`src/rtl/sleep_pkg.sv`:
```
package sleep_pkg;

  typedef enum logic [1:0] {
    PH_AWAKE = 2'b00,
    PH_SLEEP = 2'b01,
    PH_START = 2'b10,
    PH_HALT  = 2'b11
  } phase_t;

  typedef enum logic [1:0] {
    SM_IDLE,
    SM_ADCNR,
    SM_STBY,
    SM_PDOWN
  } smode_t;

  // strobes from the sequencer to the datapath
  typedef struct packed {
    logic enterSleep;
    logic loadStart;
    logic loadHalt;
    logic countDown;
  } ctrl_strobe_t;

  localparam int HALT_CYCLES = 4;

  function automatic smode_t decodeMode(input logic [2:0] code);
    case (code)
      3'b001:  return SM_ADCNR;
      3'b010:  return SM_STBY;
      3'b011:  return SM_PDOWN;
      default: return SM_IDLE;
    endcase
  endfunction

  function automatic int maxOf(input int a, input int b);
    return (a > b) ? a : b;
  endfunction

endpackage

```
`src/rtl/sleep_dp.sv`:
```
module sleep_dp
  import sleep_pkg::*;
#(
  parameter int DLY_IDLE  = 0,
  parameter int DLY_ADC   = 2,
  parameter int DLY_STBY  = 6,
  parameter int DLY_PDOWN = 16,
  parameter int LEVEL_MIN = 3,
  parameter int MODE_W    = 3
) (
  input  logic              clk,
  input  logic              rstN,
  input  logic              cfgWe,
  input  logic              cfgSleepEn,
  input  logic [MODE_W-1:0] cfgMode,
  input  logic              irqLevel,
  input  phase_t            phase,
  input  ctrl_strobe_t      strb,
  output logic              sleepEnQ,
  output logic              dlyZero,
  output logic              cntZero,
  output logic              levelOk,
  output logic              clkEnCpu,
  output logic              clkEnNvm,
  output logic              clkEnIo,
  output logic              clkEnAdc,
  output logic              oscRun
);

  localparam int PEAK   = maxOf(maxOf(DLY_IDLE, DLY_ADC), maxOf(DLY_STBY, DLY_PDOWN));
  localparam int CNT_W  = $clog2(PEAK + HALT_CYCLES + 1);
  localparam int LVL_W  = $clog2(LEVEL_MIN + 1);
  localparam logic [CNT_W-1:0] HALT_LAST = CNT_W'(HALT_CYCLES - 1);
  localparam logic [LVL_W-1:0] LVL_LAST  = LVL_W'(LEVEL_MIN - 1);

  logic [MODE_W-1:0] regMode;
  smode_t            sleepMode;
  logic [CNT_W-1:0]  phaseCnt;
  logic [CNT_W-1:0]  dlyCycles;
  logic [LVL_W-1:0]  levelCnt;

  // configuration register
  always_ff @(posedge clk or negedge rstN) begin
    if (!rstN) begin
      sleepEnQ <= 1'b0;
      regMode  <= '0;
    end else if (cfgWe) begin
      sleepEnQ <= cfgSleepEn;
      regMode  <= cfgMode;
    end
  end

  // mode latched at sleep entry
  always_ff @(posedge clk or negedge rstN) begin
    if (!rstN)                sleepMode <= SM_IDLE;
    else if (strb.enterSleep) sleepMode <= decodeMode(regMode[2:0]);
  end

  always_comb begin
    case (sleepMode)
      SM_ADCNR: dlyCycles = CNT_W'(DLY_ADC);
      SM_STBY:  dlyCycles = CNT_W'(DLY_STBY);
      SM_PDOWN: dlyCycles = CNT_W'(DLY_PDOWN);
      default:  dlyCycles = CNT_W'(DLY_IDLE);
    endcase
  end

  assign dlyZero = (dlyCycles == '0);
  assign cntZero = (phaseCnt == '0);

  // shared start-up / halt down-counter
  always_ff @(posedge clk or negedge rstN) begin
    if (!rstN)               phaseCnt <= '0;
    else if (strb.loadStart) phaseCnt <= dlyCycles - 1'b1;
    else if (strb.loadHalt)  phaseCnt <= HALT_LAST;
    else if (strb.countDown) phaseCnt <= phaseCnt - 1'b1;
  end

  // level wake qualifier: consecutive high samples while sleeping
  assign levelOk = (phase == PH_SLEEP) && irqLevel && (levelCnt == LVL_LAST);

  always_ff @(posedge clk or negedge rstN) begin
    if (!rstN)                                 levelCnt <= '0;
    else if (phase != PH_SLEEP || !irqLevel)   levelCnt <= '0;
    else if (!levelOk)                         levelCnt <= levelCnt + 1'b1;
  end

  // clock-enable decode
  always_comb begin
    clkEnCpu = 1'b1;
    clkEnNvm = 1'b1;
    clkEnIo  = 1'b1;
    clkEnAdc = 1'b1;
    oscRun   = 1'b1;
    case (phase)
      PH_HALT: clkEnCpu = 1'b0;
      PH_SLEEP, PH_START: begin
        clkEnCpu = 1'b0;
        clkEnNvm = 1'b0;
        clkEnIo  = (sleepMode == SM_IDLE);
        clkEnAdc = (sleepMode == SM_IDLE) || (sleepMode == SM_ADCNR);
        oscRun   = (sleepMode != SM_PDOWN) || (phase == PH_START);
      end
      default: ;
    endcase
  end

  assert_cpu_gated_R3: assert property (@(posedge clk) disable iff (!rstN)
    (phase != PH_AWAKE) |-> !clkEnCpu);

  assert_short_level_cleared_R9: assert property (@(posedge clk) disable iff (!rstN)
    (phase == PH_SLEEP && !irqLevel) |=> (levelCnt == '0));

  assert_pdown_osc_off_R4: assert property (@(posedge clk) disable iff (!rstN)
    (strb.enterSleep && regMode == 3'b011) |=> !oscRun);

endmodule

```
`src/rtl/sleep_ctrl.sv`:
```
module sleep_ctrl
  import sleep_pkg::*;
(
  input  logic         clk,
  input  logic         rstN,
  input  logic         sleepStrobe,
  input  logic         irqReq,
  input  logic         sysResetReq,
  input  logic         sleepEnQ,
  input  logic         dlyZero,
  input  logic         cntZero,
  input  logic         levelOk,
  output phase_t       phase,
  output ctrl_strobe_t strb,
  output logic         irqGrant,
  output logic         resumeNext,
  output logic         resetVector
);

  phase_t nextPhase;
  logic   grantNext;
  logic   redirNext;

  always_comb begin
    nextPhase = phase;
    strb      = '0;
    grantNext = 1'b0;
    redirNext = 1'b0;
    if (phase == PH_AWAKE) begin
      if (sleepStrobe && sleepEnQ) begin
        strb.enterSleep = 1'b1;
        nextPhase       = PH_SLEEP;
      end
    end else if (sysResetReq) begin
      nextPhase = PH_AWAKE;
      redirNext = 1'b1;
    end else begin
      case (phase)
        PH_SLEEP: if (irqReq || levelOk) begin
          if (dlyZero) begin
            strb.loadHalt = 1'b1;
            nextPhase     = PH_HALT;
          end else begin
            strb.loadStart = 1'b1;
            nextPhase      = PH_START;
          end
        end
        PH_START: if (cntZero) begin
          strb.loadHalt = 1'b1;
          nextPhase     = PH_HALT;
        end else begin
          strb.countDown = 1'b1;
        end
        PH_HALT: if (cntZero) begin
          nextPhase = PH_AWAKE;
          grantNext = 1'b1;
        end else begin
          strb.countDown = 1'b1;
        end
        default: ;
      endcase
    end
  end

  always_ff @(posedge clk or negedge rstN) begin
    if (!rstN) begin
      phase       <= PH_AWAKE;
      irqGrant    <= 1'b0;
      resumeNext  <= 1'b0;
      resetVector <= 1'b0;
    end else begin
      phase       <= nextPhase;
      irqGrant    <= grantNext;
      resumeNext  <= grantNext;
      resetVector <= redirNext;
    end
  end

  assert_no_entry_without_enable_R1: assert property (@(posedge clk) disable iff (!rstN)
    (phase == PH_AWAKE && sleepStrobe && !sleepEnQ) |=> (phase == PH_AWAKE));

  assert_awake_irq_no_grant_R5: assert property (@(posedge clk) disable iff (!rstN)
    (phase == PH_AWAKE) |=> !irqGrant);

  assert_grant_follows_halt_R7: assert property (@(posedge clk) disable iff (!rstN)
    (phase == PH_HALT && !sysResetReq && !cntZero) |=> (phase == PH_HALT));

  assert_reset_redirect_R8: assert property (@(posedge clk) disable iff (!rstN)
    (phase != PH_AWAKE && sysResetReq) |=> (phase == PH_AWAKE && resetVector && !irqGrant && !resumeNext));

endmodule

```
`src/rtl/sleep_wake_ctrl.sv`:
```
module sleep_wake_ctrl
  import sleep_pkg::*;
#(
  parameter int DLY_IDLE  = 0,
  parameter int DLY_ADC   = 2,
  parameter int DLY_STBY  = 6,
  parameter int DLY_PDOWN = 16,
  parameter int LEVEL_MIN = 3
) (
  input  logic       clk,
  input  logic       rstN,
  input  logic       cfgWe,
  input  logic       cfgSleepEn,
  input  logic [2:0] cfgMode,
  input  logic       sleepStrobe,
  input  logic       irqReq,
  input  logic       irqLevel,
  input  logic       sysResetReq,
  output logic       clkEnCpu,
  output logic       clkEnNvm,
  output logic       clkEnIo,
  output logic       clkEnAdc,
  output logic       oscRun,
  output logic       irqGrant,
  output logic       resumeNext,
  output logic       resetVector,
  output logic [1:0] phaseStatus
);

  phase_t       phase;
  ctrl_strobe_t strb;
  logic         sleepEnQ, dlyZero, cntZero, levelOk;

  sleep_ctrl u_ctrl (
    .clk(clk), .rstN(rstN),
    .sleepStrobe(sleepStrobe), .irqReq(irqReq), .sysResetReq(sysResetReq),
    .sleepEnQ(sleepEnQ), .dlyZero(dlyZero), .cntZero(cntZero), .levelOk(levelOk),
    .phase(phase), .strb(strb),
    .irqGrant(irqGrant), .resumeNext(resumeNext), .resetVector(resetVector)
  );

  sleep_dp #(
    .DLY_IDLE(DLY_IDLE), .DLY_ADC(DLY_ADC), .DLY_STBY(DLY_STBY),
    .DLY_PDOWN(DLY_PDOWN), .LEVEL_MIN(LEVEL_MIN), .MODE_W(3)
  ) u_dp (
    .clk(clk), .rstN(rstN),
    .cfgWe(cfgWe), .cfgSleepEn(cfgSleepEn), .cfgMode(cfgMode),
    .irqLevel(irqLevel), .phase(phase), .strb(strb),
    .sleepEnQ(sleepEnQ), .dlyZero(dlyZero), .cntZero(cntZero), .levelOk(levelOk),
    .clkEnCpu(clkEnCpu), .clkEnNvm(clkEnNvm), .clkEnIo(clkEnIo),
    .clkEnAdc(clkEnAdc), .oscRun(oscRun)
  );

  assign phaseStatus = phase;

endmodule

```
`config.mk`:
```
export PLATFORM = sky130hd
export DESIGN_NAME = sleep_wake_ctrl
export DESIGN_NICKNAME = d
export VERILOG_FILES = /design/src/rtl/sleep_pkg.sv /design/src/rtl/sleep_dp.sv /design/src/rtl/sleep_ctrl.sv /design/src/rtl/sleep_wake_ctrl.sv
export SDC_FILE = /design/constraint.sdc
export NUM_CORES = 1
export LEC_CHECK = 0
export BUFFER_PORTS_ARGS = -buffer_cell sky130_fd_sc_hd__clkbuf_2
export CORE_MARGIN = 8
export CORE_UTILIZATION = 31
export CTS_CLUSTER_DIAMETER = 150
export CTS_CLUSTER_SIZE = 14
export DETAILED_ROUTE_END_ITERATION = 8
export SETUP_SLACK_MARGIN = 0.02
export SLEW_MARGIN = 20
export SYNTH_ARGS = -nofsm -noshare
export SYNTH_HDL_FRONTEND = slang
export SYNTH_HIERARCHICAL = 1
export SYNTH_SLANG_ARGS = --single-unit
```
`constraint.sdc`:
```
create_clock -name clk -period 6 [get_ports clk]
set_input_delay 0.6 -clock clk [delete_from_list [all_inputs] [get_ports clk]]
set_output_delay 0.6 -clock clk [all_outputs]
set_load 0.05 [all_outputs]
```
**Yosys cells after proc, flatten, opt, wreduce, memory -nomap -nowiden**

Cells that the tools add are included.

- Flip-flop bits (word level): 17
- Bits of input ports: 11
- Output and inout port bits: 10
- Logic and storage cells: 83

- Add/sub/neg operators: 3
- Equality and inequality tests: 17
- Mux-type cells: 37
- Reduce and logical (&&, ||, !) cells: 18

Operators by type and width:

| kind | count |
|---|---|
| 1-bit two-way mux | 19 |
| 2-bit two-way mux | 9 |
| 5-bit two-way mux | 3 |
| 5-bit one-hot mux with 3 select lines | 1 |
| 2-bit one-hot mux with 3 select lines | 2 |
| 2-bit == test, second input constant | 5 |
| 5-bit zero test | 2 |
| 5-bit by 1-bit subtractor with 5-bit output, second input constant | 2 |
| 4-bit by 3-bit inequality test with 1-bit output, second input constant | 2 |
| 3-bit by 2-bit == test with 1-bit output, second input constant | 2 |
| 3-bit two-way mux | 2 |
| 5-bit AND reduction | 1 |
| 5-bit nonzero test | 1 |
| 2-bit by 1-bit == test with 1-bit output, second input constant | 2 |
| 2-bit zero test | 2 |
| 1-bit logical OR | 4 |
| 2-bit by 1-bit inequality test with 1-bit output, second input constant | 2 |
| 2-bit inequality test, second input constant | 2 |
| 4-bit by 2-bit inequality test with 1-bit output, second input constant | 1 |
| 2-bit OR reduction | 2 |
| 3-bit by 1-bit == test with 1-bit output, second input constant | 1 |
| 1-bit logical AND | 3 |
| 3-bit nonzero test | 1 |
| 3-bit OR reduction | 1 |
| 3 further kinds | 3 |

**Longest topological paths before layout**

Gate-level depths: netlist of run 1.

- Depth after elaboration: 11
- Gate-level depth with buffers: 9
- Mapped depth without buffers: 9

**Modules after synthesis**

The synthesis of run 1 kept the hierarchy.

By module, submodules not included:

| module | times used | cells each | area an instance (um2) | seq. area each (um2) |
|---|---|---|---|---|
| sleep_dp | 1 | 67 | 738.2 | 325.3 |
| sleep_ctrl | 1 | 37 | 345.3 | 100.1 |

**Least setup slack after synthesis of run 1**

No wires, ideal clock.

- Kind: flip-flop to output port
- Start point: reg u_ctrl.phase[0]
- End point: out clkEnAdc
- Data arrival time: 2.034 ns
- Required time: 5.400 ns
- Setup slack: 3.366 ns
- Stages on the path, launching flop included: 5
- Path buffers: 0
- Cell sequence: dfrtp_1 > inv_1 > ha_1 > nand2b_1 > or2_2

- Longest elaborated chain between the ends: 3
- Elaborated cells between the ends (all ways): 4
- Those cells by class: 2 x eq/ne; 1 x mux; 1 x reduce/logical

RTL lines:

| item | RTL line | text |
|---|---|---|
| start: declaration | sleep_ctrl.sv:13 | `output phase_t phase,` |
| start signal: assignment | sleep_ctrl.sv:72 | `phase <= nextPhase;` |
| 2-bit == test / 2-bit by 1-bit == test with 1-bit output (equally long branches) | sleep_dp.sv:95 | `case (phase)` |
| 2-bit OR reduction * | sleep_dp.sv:95 |  |
| 1-bit two-way mux * | sleep_dp.sv:95 |  |
| end: declaration | sleep_wake_ctrl.sv:22 | `output logic clkEnAdc,` |

Mark *: on every way between the ends. The rest lies on a longest branch, timed or not.

**Worst setup path in the final report of run 1**

- Start point: reg u_ctrl.phase[1]
- End point: out clkEnAdc

Same word-level chain as after synthesis.

==> summary.txt, run 1 <==
Final layout
  – Utilization after layout: 37.8%
  – Diode count: 0
  – Layout cells sized above 1: 27.6%
  – Final #Nets: 154
  – Area Growth Syn to Fin: 16.3%

CTS
  – Clock Latency Late Sink: 0.28 ns
  – H-tree depth: 1
  – Number of setup buffers added after CTS: 0
  – TritonCTS clock tree: done
  – CTS sink count: 17
  – Root buffer cell: clkbuf_4
  – CTS Buf Count: 3
  – Post-cts sizing count: 0
  – Max clock buf depth: 2
  – Hold_buf cts: 0
  – Clock slew seen by the registers of the worst setup and hold paths: 0.10 ns

Yosys
  – Flops & latches, synth: 17
  – Cell Area, Synth: 1080 µm²
  – Netlist cell types: 32
  – Post-synth EDFFs: 0
  – Mapped Cells: 104
  – Synth Flop Type: dfrtp_1
  – YS warnings: 6
  – Top post-synthesis cells by area: dfrtp_1 39%, ha_1 17%, mux2_2 4.2%
  – Post-synth top area cell: dfrtp_1
  – Ys async rst share: 100%
  – Synthesized Nets: 130
  – Seq/Total Area, Yosys: 39.3%
  – Synth top area share: 39.3%
  – Mean Syn Cell Area: 10.4 µm²

Setup path
  – Slowest stage delay, CP: 0.54 ns
  – Startpoint type of the worst setup path: register
  – CP max stage cell: dfrtp_1
  – Critical path peak fanout: 10
  – Crit. Startpoint: u_ctrl/phase[1]
  – CP endpoint kind: primary output
  – FF-to-FF Start: u_ctrl/phase[0]
  – CP endpoint: clkEnAdc
  – Reg2reg setup slack: 3.78 ns
  – Setup CP Type: register to primary output
  – Path depth of the worst reg2reg path: 6
  – Worst Path Arrival: 1.88 ns
  – FF-to-FF End: u_dp/phaseCnt[2]
  – CP required: 5.40 ns
  – Crit-path cells: inv_1 -> ha_1 -> nand2b_1 -> or2_2 -> clkbuf_2

Routing
  – Via count of the routed design: 790
  – Routed WL: 2.16 mm
  – DR iter-0 viols: 26
  – Average wire per standard cell: 12.5 µm
  – Number of vias per cell: 4.57
  – DRT antenna net count: 0
  – Drt pass-1 iters: 4
  – DRC: 0

GRT
  – GR Overflow Total: 0
  – Global-route wire length before repair: 3.73 mm
  – Largest net degree at the start of global routing: 18
  – Gr usage total: 8.61%
  – Initial antenna violation count: 0
  – Vias in the first global route: 856

Pwr
  – P_sw: 296 µW
  – PwrDens: 464 nW/µm²
  – Switch share: 50.6%
  – Clock share of power: 10.7%
  – Tot Pwr: 585 µW
  – Static Leak: 0.620 nW
  – VDD IR max: 0.174 mV
  – Reg power frac: 32.5%
  – Gate power share: 56.8%
  – Int Pwr: 289 µW

Placed design
  – Placer Congestion: 0.859
  – DP HPWL: 1.78 mm
  – IO buf count: 20

STA
  – Final period utilization: 41.3%
  – Final Setup Violations: 0
  – Least-Margin Pin Slew: 0.641 ns
  – Final hold vios: 0
  – Final Slew Violations: 0
  – Peak Freq: 403 MHz
  – Slew HR: 56.7%
  – Unrepaired setup endpoints after global routing: no
  – Post-layout min period: 2.48 ns
  – Setup TNS: 0 ns
  – Worst Skew: 0.00191 ns

Status
  – Outcome: finished, final reports clean

Run
  – Maxcap violations: 0

Die
  – Cell row count: 21
  – Initial core utilization: 32.5%
  – Die area: 5640 µm²
  – Die Y-Extent: 75.1 µm
  – IO Pins: 21
  – Core box area: 3340 µm²
  – Die Width: 75.1 µm

Min path
  – Hold Path Class: primary input to async pin
-- power by group through the flow --
stage,combinational (mW),clock (mW),sequential (mW)
after floorplan,0.238,0,0.212
after CTS,0.336,0.0649,0.191
after detailed placement,0.334,0,0.193
after global routing,0.367,0.0717,0.197
after global placement,0.336,0,0.189
final,0.332,0.0625,0.190
-- area by class of cell --
class,count,area [µm²]
Fill cell,344,2080
Multi-Input combinational cell,75,609
Sequential cell,17,425
Timing Repair Buffer,20,100
Tap cell,46,57.6
Inverter,11,41.3
Clock buffer,4,26.3
-- flip-flops by register name, summed over array words and instances, names as in the netlist --
| signal | count |
|---|---|
| u_ctrl/resumeNext | 1 |
| u_ctrl/phase | 2 |
| u_dp/sleepEnQ | 1 |
| u_dp/levelCnt | 2 |
| u_dp/regMode | 3 |
| u_dp/phaseCnt | 5 |
| u_ctrl/resetVector | 1 |
| u_dp/sleepMode | 2 |
-- synth_stat cells (all sizes together), types with 3 or more instances --
library cell	instances
ha	15
nand2	9
xnor2	3
dfrtp	17
mux2	4
nand3b	3
nor2	10
o21ai	5
inv	11
nor4b	3
and3	3
a21oi	3
-- cell families (layout without fill, tap and decap cells) --
logic type / Yosys count / after routing / share of synthesized area (%)
mux: 5 / 5 / 5.08
flops: 17 / 17 / 39.3
simple gates: 35 / 35 / 19.6
buf+inv: 12 / 35 / 4.50
xor+xnor: 5 / 5 / 4.04
compound gates: 15 / 15 / 10.2
fa+ha+maj: 15 / 15 / 17.3
-- placed cells by master (no fill, tap or decap), types with 2 or more instances in the layout --
| master | n |
|---|---|
| mux2_2 | 4 |
| a21oi_1 | 3 |
| nand2_1 | 9 |
| or2_2 | 2 |
| clkbuf_2 | 20 |
| ha_1 | 15 |
| dfrtp_1 | 17 |
| nor2_1 | 10 |
| clkbuf_4 | 3 |
| xnor2_1 | 3 |
| nor4b_1 | 2 |
| and3_1 | 2 |
| nand3b_1 | 3 |
| o21ai_0 | 3 |
| xor2_1 | 2 |
| inv_1 | 11 |
-- worst max-delay path, delay by kind of cell (launching register included) --
family	cells	cell delay [ns]
fa+ha+maj	1	0.34
buf+inv	2	0.37
flops	1	0.54
simple gates	2	0.34
-- per-stage QoR --
step | setup WS [ns] | area [µm²] | hold slack [ns] | cells
after floorplan | 3.37 | 1080 | 0.304 | 104
after global routing | 3.38 | 1260 | 0.249 | 173
after CTS | 3.49 | 1260 | 0.242 | 173
after detailed placement | 3.81 | 1230 | 0.507 | 169
final | 3.52 | 1260 | 0.227 | 173
after global placement | 3.88 | 1230 | 0.494 | 169
-- per-layer routing --
metal	vias up	wire, µm	GRT usage [%]
met5	-	0	0
met4	0	34	5.65
met3	2	46	0.799
met2	6	1150	14.8
met1	383	928	9.88
li1	399	-	-
-- worst min path at each step --
stage	startpoint	endpoint	depth (start not counted)
5_1_grt	rstN	u_ctrl/resetVector	1
6_report	rstN	u_ctrl/resetVector	1
4_1_cts	rstN	u_ctrl/resetVector	1
3_3_place_gp	u_dp/regMode[1]	u_dp/regMode[1]	1
2_1_floorplan	rstN	u_ctrl/phase[0]	0
3_5_place_dp	u_dp/regMode[1]	u_dp/sleepMode[1]	2
Note: power is estimated with default switching activity, not from simulation.
==> run 2: changes to the inputs <==
==> constraint.sdc (replaced) <==
create_clock -name clk -period 2.05 [get_ports clk]
set_input_delay 0.205 -clock clk [delete_from_list [all_inputs] [get_ports clk]]
set_output_delay 0.205 -clock clk [all_outputs]
set_load 0.05 [all_outputs]
==> summary.txt, run 2 (synthesized netlist as in run 1, its figures left out) <==
GRT
  – Vias in the first global route: 891
  – Gr usage total: 8.77%
  – GR Overflow Total: 0
  – Largest net degree at the start of global routing: 18
  – Initial antenna violation count: 0
  – Global-route wire length before repair: 3.84 mm

Final layout
  – Area Growth Syn to Fin: 25.1%
  – Largest Register: u_dp/phaseCnt
  – Leading cell type in the layout, fill and taps excluded: clkbuf_2
  – Commonest cells after routing, fill and taps aside: 19 x clkbuf_2, 15 x ha_1, 15 x dfrtp_1
  – Final #Nets: 163
  – Max FFs per register: 5
  – Finished Cell Area: 1360 µm²
  – Layout cells sized above 1: 35.3%
  – Diode count: 0
  – Biggest regs: u_dp/phaseCnt x5, u_dp/regMode x3

Min path
  – Hold path depth: 2
  – Hold Path Class: primary input to register
  – Hold_sp: cfgMode[2]
  – Worst hold path endpoint: u_dp/regMode[2]

STA
  – Final WS setup: 0.169 ns
  – Least-Margin Pin Slew: 0.439 ns
  – Slew HR: 70.8%
  – Post-layout min period: 1.88 ns
  – Unrepaired setup endpoints after global routing: no
  – Final Slew Violations: 0
  – Final period utilization: 91.8%
  – Peak Freq: 532 MHz
  – Final hold vios: 0
  – Hold_ws: 0.149 ns
  – Setup TNS: 0 ns
  – Final Setup Violations: 0
  – Worst Skew: 0.00521 ns

Setup path
  – Setup CP Type: register to primary output
  – Worst Path Arrival: 1.68 ns
  – Path depth of the worst reg2reg path: 8
  – CP max stage cell: dfrtp_1
  – FF-to-FF Start: u_ctrl/phase[1]
  – Reg2reg setup slack: 0.22 ns
  – FF-to-FF End: u_dp/phaseCnt[4]
  – Crit-path cells: inv_1 -> ha_1 -> nand2b_1 -> or2_4 -> buf_2
  – CP required: 1.85 ns
  – Startpoint type of the worst setup path: register
  – Slowest stage delay, CP: 0.41 ns
  – CP endpoint kind: primary output
  – Critical path peak fanout: 5

Routing
  – Number of vias per cell: 4.45
  – Drt pass-1 iters: 4
  – DRC: 0
  – DR iter-0 viols: 13
  – Via count of the routed design: 809
  – Average wire per standard cell: 12.5 µm
  – DRT antenna net count: 0
  – Routed WL: 2.27 mm

Status
  – Outcome: finished, final reports clean

Pwr
  – Gate power share: 60.3%
  – PwrDens: 1360 nW/µm²
  – Tot Pwr: 1.84 mW
  – Reg power frac: 29.9%
  – Int Pwr: 932 µW
  – Static Leak: 0.664 nW
  – P_sw: 906 µW
  – VDD IR max: 0.558 mV
  – Switch share: 49.3%
  – Clock share of power: 9.8%

CTS
  – TritonCTS clock tree: done
  – CTS sink count: 17
  – Max clock buf depth: 2
  – Clock slew seen by the registers of the worst setup and hold paths: 0.09 ns
  – H-tree depth: 1
  – CTS Buf Count: 3
  – Clock Latency Late Sink: 0.29 ns
  – Root buffer cell: clkbuf_4

Die
  – IO Pins: 21
  – Die area: 5640 µm²
  – Initial core utilization: 32.5%
  – Core box area: 3340 µm²
  – Die Y-Extent: 75.1 µm
  – Die Width: 75.1 µm
  – Cell row count: 21

Run
  – Maxcap violations: 0

Placed design
  – DP HPWL: 1.75 mm
  – IO buf count: 20
  – Placer Congestion: 0.807
  – Placed inst area: 1270 µm²
  – Pre-CTS setup slack: 0.0588 ns
[run 2: power by group through the flow]
stage               combinational, mW  sequential, mW  clock (mW)
floorplan                       0.712           0.625           0
global placement                 1.04           0.556           0
detailed placement               1.05           0.558           0
CTS                              1.06           0.550       0.192
global route                     1.23           0.567       0.208
finish                           1.11           0.549       0.180
[run 2: repair_timing]
action,4_1_cts,5_1_grt
hold buffers,1,0
resized for setup,0,4
endpoints found under the hold margin,17,0
buffers inserted,0,4
endpoints found under the setup margin,0,5
[run 2: how the worst max path moves through the flow]
stage	start	end	slack [ns]
2_1_floorplan	u_ctrl/phase[0]	u_dp/phaseCnt[2]	0.10
3_3_place_gp	u_dp/phaseCnt[1]	u_dp/phaseCnt[3]	0.13
3_5_place_dp	u_dp/phaseCnt[1]	u_dp/phaseCnt[3]	0.06
4_1_cts	u_dp/phaseCnt[1]	u_dp/phaseCnt[3]	0.06
5_1_grt	u_dp/phaseCnt[1]	u_dp/phaseCnt[3]	0.04
6_report	u_dp/sleepMode[0]	clkEnAdc	0.17
[run 2: cell type report]
type	instances	area, µm²
sequential	17	428
inverter	11	41.3
fill	337	1980
clock buffer	4	26.3
tap	46	57.6
multi-input combinational	75	632
timing repair buffer	29	170
[run 2: per-layer routing]
metal / vias to the layer above / part of all wire [%] / track usage, %
met5: - / 0 / 0
li1: 414 / - / -
met4: 0 / 0 / 5.22
met2: 4 / 55 / 15.3
met3: 0 / 0.93 / 2.26
met1: 391 / 44 / 9.27
[run 2: metrics by stage]
stage | utilization, % | instances
finish | 40.6 | 182
global route | 40.6 | 182
detailed placement | 38.2 | 173
global placement | 38.2 | 173
floorplan | - | 104
CTS | 39.3 | 178
[run 2: critical path, delay by kind of cell (launching register included)]
family | cells | cell delay [ns]
fa+ha+maj | 1 | 0.29
buf+inv | 2 | 0.29
flops | 1 | 0.41
simple gates | 2 | 0.41
